==> src/rtl/alu16_pkg.sv <==
`timescale 1ns/1ps
package alu16_pkg;
  localparam logic [3:0] OP_ADD  = 4'b0101;
  localparam logic [3:0] OP_ADDC = 4'b0110;
  localparam logic [3:0] OP_SUBC = 4'b0111;
  localparam logic [3:0] OP_SUB  = 4'b1000;
  localparam logic [3:0] OP_CMP  = 4'b1001;
  localparam logic [3:0] OP_DADD = 4'b1010;
  localparam logic [3:0] OP_BIT  = 4'b1011;
  localparam logic [3:0] OP_BIC  = 4'b1100;
  localparam logic [3:0] OP_BIS  = 4'b1101;
  localparam logic [3:0] OP_XOR  = 4'b1110;
  localparam logic [3:0] OP_AND  = 4'b1111;

  // bit 0 = carry
  typedef struct packed {
    logic v;
    logic n;
    logic z;
    logic c;
  } alu_flags_t;

  localparam logic [3:0] UPD_ALL  = 4'b1111;
  localparam logic [3:0] UPD_NONE = 4'b0000;
  localparam logic [3:0] UPD_CZN  = 4'b0111;
endpackage

==> src/rtl/alu16_addsub.sv <==
`timescale 1ns/1ps
module alu16_addsub #(
  parameter int W = 16
) (
  input  logic [W-1:0] a_i,
  input  logic [W-1:0] b_i,
  input  logic         cin_i,
  input  logic         byte_i,
  output logic [W-1:0] sum_o,
  output logic         cout_o,
  output logic         v_o
);
  localparam int HALF = W / 2;

  logic [W:0] full;
  logic       a_s, b_s, r_s;

  always_comb begin
    full   = {1'b0, a_i} + {1'b0, b_i} + {{W{1'b0}}, cin_i};
    sum_o  = byte_i ? {{(W-HALF){1'b0}}, full[HALF-1:0]} : full[W-1:0];
    cout_o = byte_i ? full[HALF] : full[W];
    a_s    = byte_i ? a_i[HALF-1] : a_i[W-1];
    b_s    = byte_i ? b_i[HALF-1] : b_i[W-1];
    r_s    = byte_i ? full[HALF-1] : full[W-1];
    v_o    = (a_s == b_s) && (r_s != a_s);
  end
endmodule

==> src/rtl/alu16_bcd.sv <==
`timescale 1ns/1ps
module alu16_bcd #(
  parameter int W = 16
) (
  input  logic [W-1:0] a_i,
  input  logic [W-1:0] b_i,
  input  logic         cin_i,
  input  logic         byte_i,
  output logic [W-1:0] sum_o,
  output logic         cout_o
);
  localparam int NIB  = W / 4;
  localparam int HNIB = NIB / 2;

  logic [NIB:0] cy;
  logic [W-1:0] raw;

  assign cy[0] = cin_i;

  // ripple of decimal digits
  for (genvar g = 0; g < NIB; g++) begin : g_dig
    logic [4:0] t;
    logic       adj;
    assign t   = {1'b0, a_i[4*g +: 4]} + {1'b0, b_i[4*g +: 4]} + {4'b0000, cy[g]};
    assign adj = (t > 5'd9);
    assign raw[4*g +: 4] = adj ? (t[3:0] + 4'd6) : t[3:0];
    assign cy[g+1] = adj;
  end

  assign sum_o  = byte_i ? {{(W-4*HNIB){1'b0}}, raw[4*HNIB-1:0]} : raw;
  assign cout_o = byte_i ? cy[HNIB] : cy[NIB];
endmodule

==> src/rtl/alu16_logic.sv <==
`timescale 1ns/1ps
module alu16_logic #(
  parameter int W = 16
) (
  input  logic [W-1:0] dst_i,
  input  logic [W-1:0] src_i,
  output logic [W-1:0] and_o,
  output logic [W-1:0] xor_o,
  output logic [W-1:0] clr_o,
  output logic [W-1:0] set_o
);
  assign and_o = dst_i & src_i;
  assign xor_o = dst_i ^ src_i;
  assign clr_o = dst_i & ~src_i;
  assign set_o = dst_i | src_i;
endmodule

==> src/rtl/alu16_core.sv <==
`timescale 1ns/1ps
module alu16_core
  import alu16_pkg::*;
#(
  parameter int W = 16
) (
  input  logic         clk_i,
  input  logic         rst_ni,
  input  logic [3:0]   op_i,
  input  logic         byte_i,
  input  logic [W-1:0] src_i,
  input  logic [W-1:0] dst_i,
  input  logic [3:0]   flags_i,
  output logic [W-1:0] result_o,
  output logic         wr_en_o,
  output logic [3:0]   flags_o,
  output logic [3:0]   flag_upd_o
);
  localparam int HALF = W / 2;

  logic [W-1:0] mask, src_m, dst_m, b_eff;
  logic         is_sub, cin;
  logic [W-1:0] add_sum, bcd_sum, and_r, xor_r, clr_r, set_r;
  logic         add_c, add_v, bcd_c;
  alu_flags_t   fin, fnew;
  logic [W-1:0] res_d;
  logic         wr_d;
  logic [3:0]   upd_d, flags_d;
  logic         zero, msb, src_s, dst_s;

  assign fin   = alu_flags_t'(flags_i);
  assign mask  = byte_i ? {{(W-HALF){1'b0}}, {HALF{1'b1}}} : {W{1'b1}};
  assign src_m = src_i & mask;
  assign dst_m = dst_i & mask;

  always_comb begin
    is_sub = (op_i == OP_SUB) || (op_i == OP_SUBC) || (op_i == OP_CMP);
    b_eff  = is_sub ? (~src_i & mask) : src_m;
    unique case (op_i)
      OP_SUB, OP_CMP: cin = 1'b1;
      OP_ADDC, OP_SUBC: cin = fin.c;
      default: cin = 1'b0;
    endcase
  end

  alu16_addsub #(.W(W)) u_addsub (
    .a_i(dst_m), .b_i(b_eff), .cin_i(cin), .byte_i(byte_i),
    .sum_o(add_sum), .cout_o(add_c), .v_o(add_v)
  );

  alu16_bcd #(.W(W)) u_bcd (
    .a_i(dst_m), .b_i(src_m), .cin_i(fin.c), .byte_i(byte_i),
    .sum_o(bcd_sum), .cout_o(bcd_c)
  );

  alu16_logic #(.W(W)) u_logic (
    .dst_i(dst_m), .src_i(src_m),
    .and_o(and_r), .xor_o(xor_r), .clr_o(clr_r), .set_o(set_r)
  );

  always_comb begin
    res_d = '0;
    wr_d  = 1'b0;
    upd_d = UPD_NONE;
    unique case (op_i)
      OP_ADD, OP_ADDC, OP_SUB, OP_SUBC: begin res_d = add_sum; wr_d = 1'b1; upd_d = UPD_ALL; end
      OP_CMP:  begin res_d = add_sum; upd_d = UPD_ALL; end
      OP_DADD: begin res_d = bcd_sum; wr_d = 1'b1; upd_d = UPD_CZN; end
      OP_BIT:  begin res_d = and_r; upd_d = UPD_ALL; end
      OP_AND:  begin res_d = and_r; wr_d = 1'b1; upd_d = UPD_ALL; end
      OP_XOR:  begin res_d = xor_r; wr_d = 1'b1; upd_d = UPD_ALL; end
      OP_BIC:  begin res_d = clr_r; wr_d = 1'b1; end
      OP_BIS:  begin res_d = set_r; wr_d = 1'b1; end
      default: ;
    endcase
  end

  always_comb begin
    zero  = (res_d == '0);
    msb   = byte_i ? res_d[HALF-1] : res_d[W-1];
    src_s = byte_i ? src_m[HALF-1] : src_m[W-1];
    dst_s = byte_i ? dst_m[HALF-1] : dst_m[W-1];
    fnew.z = zero;
    fnew.n = msb;
    unique case (op_i)
      OP_DADD:        begin fnew.c = bcd_c; fnew.v = fin.v; end
      OP_BIT, OP_AND: begin fnew.c = ~zero; fnew.v = 1'b0; end
      OP_XOR:         begin fnew.c = ~zero; fnew.v = src_s & dst_s; end
      default:        begin fnew.c = add_c; fnew.v = add_v; end
    endcase
    flags_d = (fnew & upd_d) | (flags_i & ~upd_d);
  end

  always_ff @(posedge clk_i or negedge rst_ni) begin
    if (!rst_ni) begin
      result_o   <= '0;
      wr_en_o    <= 1'b0;
      flags_o    <= '0;
      flag_upd_o <= '0;
    end else begin
      result_o   <= res_d;
      wr_en_o    <= wr_d;
      flags_o    <= flags_d;
      flag_upd_o <= upd_d;
    end
  end
endmodule

==> config.mk <==
export PLATFORM = sky130hd
export DESIGN_NAME = alu16_core
export DESIGN_NICKNAME = d
export VERILOG_FILES = /design/src/rtl/alu16_pkg.sv /design/src/rtl/alu16_addsub.sv /design/src/rtl/alu16_bcd.sv /design/src/rtl/alu16_logic.sv /design/src/rtl/alu16_core.sv
export SDC_FILE = /design/constraint.sdc
export NUM_CORES = 1
export LEC_CHECK = 0
export BUFFER_PORTS_ARGS = -buffer_cell sky130_fd_sc_hd__buf_2
export CORE_MARGIN = 1
export CORE_UTILIZATION = 45
export DETAILED_ROUTE_END_ITERATION = 16
export GPL_ROUTABILITY_DRIVEN = 0
export HOLD_SLACK_MARGIN = 0.12
export PLACE_DENSITY_LB_ADDON = 0.12
export RECOVER_POWER = 100
export SYNTH_ARGS = -nofsm -noshare
export SYNTH_HDL_FRONTEND = slang
export SYNTH_SLANG_ARGS = --single-unit
==> constraint.sdc <==
create_clock -name clk_i -period 0.8 [get_ports clk_i]
set_clock_uncertainty 0.1 [all_clocks]
set_input_delay 0 -clock clk_i [delete_from_list [all_inputs] [get_ports clk_i]]
set_output_delay 0 -clock clk_i [all_outputs]
set_load 0.1 [all_outputs]
==> results.txt <==
- Outcome: finished, violations left
- The final reports fail on negative setup slack.
- Of the post-synthesis cell area, the dominant cell type holds 0.1461.
- Initial cell density of the core: 0.4638
- Avg Vias per Cell: a little over 6
- STA classifies the critical path endpoint as a flop.
- CTS Sinks: 23
- Design internal power: 0.005638 W
- For this run, asynchronously set or reset flops after synthesis account for 1.000.
* Syn nets: roughly 640
* # DRC: 0
- The synthesized netlist occupies a cell area of around 0.004 mm².
- The number of antenna violations at the first check in global routing is 0.
- Port Buffer Count: 67
* Hold depth: 4
* Largest fanout on the critical path: 5
- For this design the total switching power over the nets is between 0.005 and 0.006 W.
- Sequential area share after synthesis: 0.1430
- The analysis attributes to cell leakage a power of roughly 3.5 nW.
- Clock input transition at the sequential cells of the worst setup and hold paths: around 80 ps
- In this run the worst hold path is classified as input pin to flop.
* Final count of negative-setup-slack endpoints: 48
- By instance count, the cell type seen most on the critical path is sky130_fd_sc_hd__fa_2.
- Warnings from Yosys: 0
- Die span in x: 96.58 µm
* Total congestion overflow after global routing: 0
- Data arrival, critical path: around 6800 ps
* Max Slew Vio Count: 0
- In the final layout, the share of cells above drive strength 1 is 0.5123.
* Number of global-route vias before repair: between 5000 and 6000
* Number of antenna diodes: 0
* Vert. Die Dim: 96.58 µm
- Maximum single-stage delay on the critical path: roughly 530 ps
- Count of different cell masters after synthesis: 67
* Initial detailed-routing violation count: around 680
- Maximum level of the CTS H-tree: 1
- Number of buffers created by CTS: 3
- Total number of vias: about 5700
- After detailed routing, the average wire length per cell comes to approximately 20 µm.
- GRT Util Overall: 0.3443
* Most instantiated flip-flop cell in the synthesis netlist: sky130_fd_sc_hd__dfrtp_1
* Power density cells: around 1500 mW/mm²
- In the post-synthesis netlist, the biggest area contributors are sky130_fd_sc_hd__ha_1, sky130_fd_sc_hd__dfrtp_1, sky130_fd_sc_hd__xnor2_1.
* Min-delay src: op_i[0]
- Total Negative Setup Slacks: -75620 ps
* Leading area contributor after synthesis: sky130_fd_sc_hd__ha_1
- Hold is met by 93.86 ps.
- Pre-CTS setup slack: -6220 ps
* Share of power burned in registers: 0.140
- Sw Share: 0.4707
- After floorplanning, the core was divided into 34 placement rows.
- After synthesis, the mean cell area works out to 7.468 µm².
- Counting along the longest clock path gives a buffer depth of 2.
- After technology mapping, the gate count stands at between 500 and 600.
* Worst Setup Slack, final: -6004 ps
- Headroom to the max-slew limit came out at 0.6789.
- Wire length reported by the detailed router: roughly 18000 µm
* Clock tree from TritonCTS: yes
- Entering global routing, the biggest net connects 24 pins.
- Pin slew with the least headroom to its limit: a little under 500 ps
- Max Freq: approximately 150 MHz
- Number of top-level pins: 68
- The region available for standard cell placement spans 0.008678 mm².
- Uppermost layer routed: met4
* Data required time of the worst path: about 840 ps
- Synth Register Bits: 23
- Setup repair after global routing could not meet its margin everywhere.
* Gate power share: 0.793
- Measured on the finished design, the core utilization comes to 0.8463.
* Detailed-routed wire length on met2: around 8400 µm
- Layout net count: slightly above 900
* Met3 wire length: between 1500 and 2000 µm
* Filler Cell Count: around 480
* Die ar.: between 0.009 and 0.01 mm²
- The HPWL after detailed placement is 12180 µm.
- Max rail drop VDD: between 700 and 800 µV
- First-pass GRT wire length: 24660 µm
- CP max stage cell: sky130_fd_sc_hd__fa_2
- The worst setup path is of the input pin to flop kind.
- Final Cell Area: roughly 0.0073 mm²
- After detailed routing, the wire length on met1 is ~7000 µm.
- The worst path in the final design needs a cycle of between 6000 and 7000 ps, including I/O delays and setup.
* Number of hold violations in the final report: 0
- Relative to the synthesized area, the layout overhead comes to 82.47%.
- Post-route ant nets: 0
- Power share of the clock group: 0.066
* CTS Root Buffer Type: sky130_fd_sc_hd__clkbuf_8
- In the finished design, the share of the clock period the worst path needs comes to 8.505.
* Max-cap check violation count: 0
- Worst Hold Endpoint: wr_en_o
* Post-synth EDFFs: 0
* Kind of start point of the critical path: input pin
* 1st-pass router iterations: 7
- CTS Hold Buffers Added: 3
- Once placement finished, the instance area stood at 0.006467 mm².
## cells in the mapped netlist, drive strengths merged (8+ instances only)
cell and n:
nor2 51, inv 48, ha 47, o21ai 41
a21oi 39, nand2 37, xnor2 26, dfrtp 23
nand2b 21, nand3 20, clkbuf 14, fa 10
a21o 9, buf 9, nor2b 9, o2bb2ai 8
xor2 8
## flip-flops by register name, summed over array words and instances (netlist names)
signal,count
flags_o,4
wr_en_o,1
result_o,16
flag_upd_o,2
## power by group through the flow
stage / Clock [W] / Sequential, W / Combinational [W]
2_1_floorplan: 0 / 0.00262 / 0.00292
3_3_place_gp: 0 / 0.00151 / 0.00679
3_5_place_dp: 0 / 0.00152 / 0.00700
4_1_cts: 0.000706 / 0.00150 / 0.00768
5_1_grt: 0.000776 / 0.00151 / 0.00884
6_report: 0.000707 / 0.00149 / 0.00845
## worst max path at each step
stage          startpoint    endpoint  depth (start not counted)
6_report         src_i[0]  flags_o[0]                         31
5_1_grt          src_i[0]  flags_o[0]                         32
4_1_cts          src_i[0]  flags_o[0]                         31
3_5_place_dp     src_i[0]  flags_o[0]                         32
3_3_place_gp     src_i[0]  flags_o[0]                         31
2_1_floorplan    src_i[0]  flags_o[0]                         29
## through the flow
stage / total power (W) / instances
final: 0.01065 / 924
after global routing: 0.01113 / 924
after CTS: 0.009885 / 905
after detailed placement: 0.008523 / 880
after global placement: 0.008309 / 880
after floorplan: 0.005543 / 539
## metal layers
metal  up-vias  GRT usage
li1       2502          -
met1      2680     0.4363
met2       381     0.5933
met3       126    0.03678
met4         0     0.1409
met5         -          0
## timing repair
item,CTS,global route
gates resized for setup,74,45
endpoints found under the setup margin,47,47
setup buffers,23,26
pin swaps,34,28
endpoints found under the hold margin,25,1
## area by class of cell
type	count	area (µm²)	share of cell area
tap	108	135.1	0.01840
sequential	23	605.6	0.08245
timing repair buffer	296	2600	0.3540
multi-input combinational	444	3770	0.5133
inverter	49	188.9	0.02572
clock buffer	4	45.04	0.006133
## cell families after synthesis
kind of cell	Yosys count	share of synthesized area
multiplexers	3	0.007461
adder cells (fa/ha/maj)	57	0.1958
flip-flops	23	0.1430
buffers and inverters	72	0.07367
XOR/XNOR	34	0.07398
AND/OR/NAND/NOR	180	0.2254
AO/OA/AOI/OAI	170	0.2807
## cells in the final DEF, fill, tap and decap left out, drive strengths merged, types with 20 or more instances in the layout
cell type | synthesis | final
buf | 9 | 292
nor2 | 51 | 51
inv | 48 | 48
ha | 47 | 47
o21ai | 41 | 41
a21oi | 39 | 39
nand2 | 37 | 37
xnor2 | 26 | 26
dfrtp | 23 | 23
nand2b | 21 | 21
nand3 | 20 | 20
## worst max-delay path: cells and delay by family
family / cells / cell delay (ps)
buf+inv: 5 / 340
simple gates: 5 / 810
xor+xnor: 2 / 420
fa+ha+maj: 10 / 3320
mux: 1 / 120
compound gates: 8 / 1820
Power figures use the tool's default switching activity.
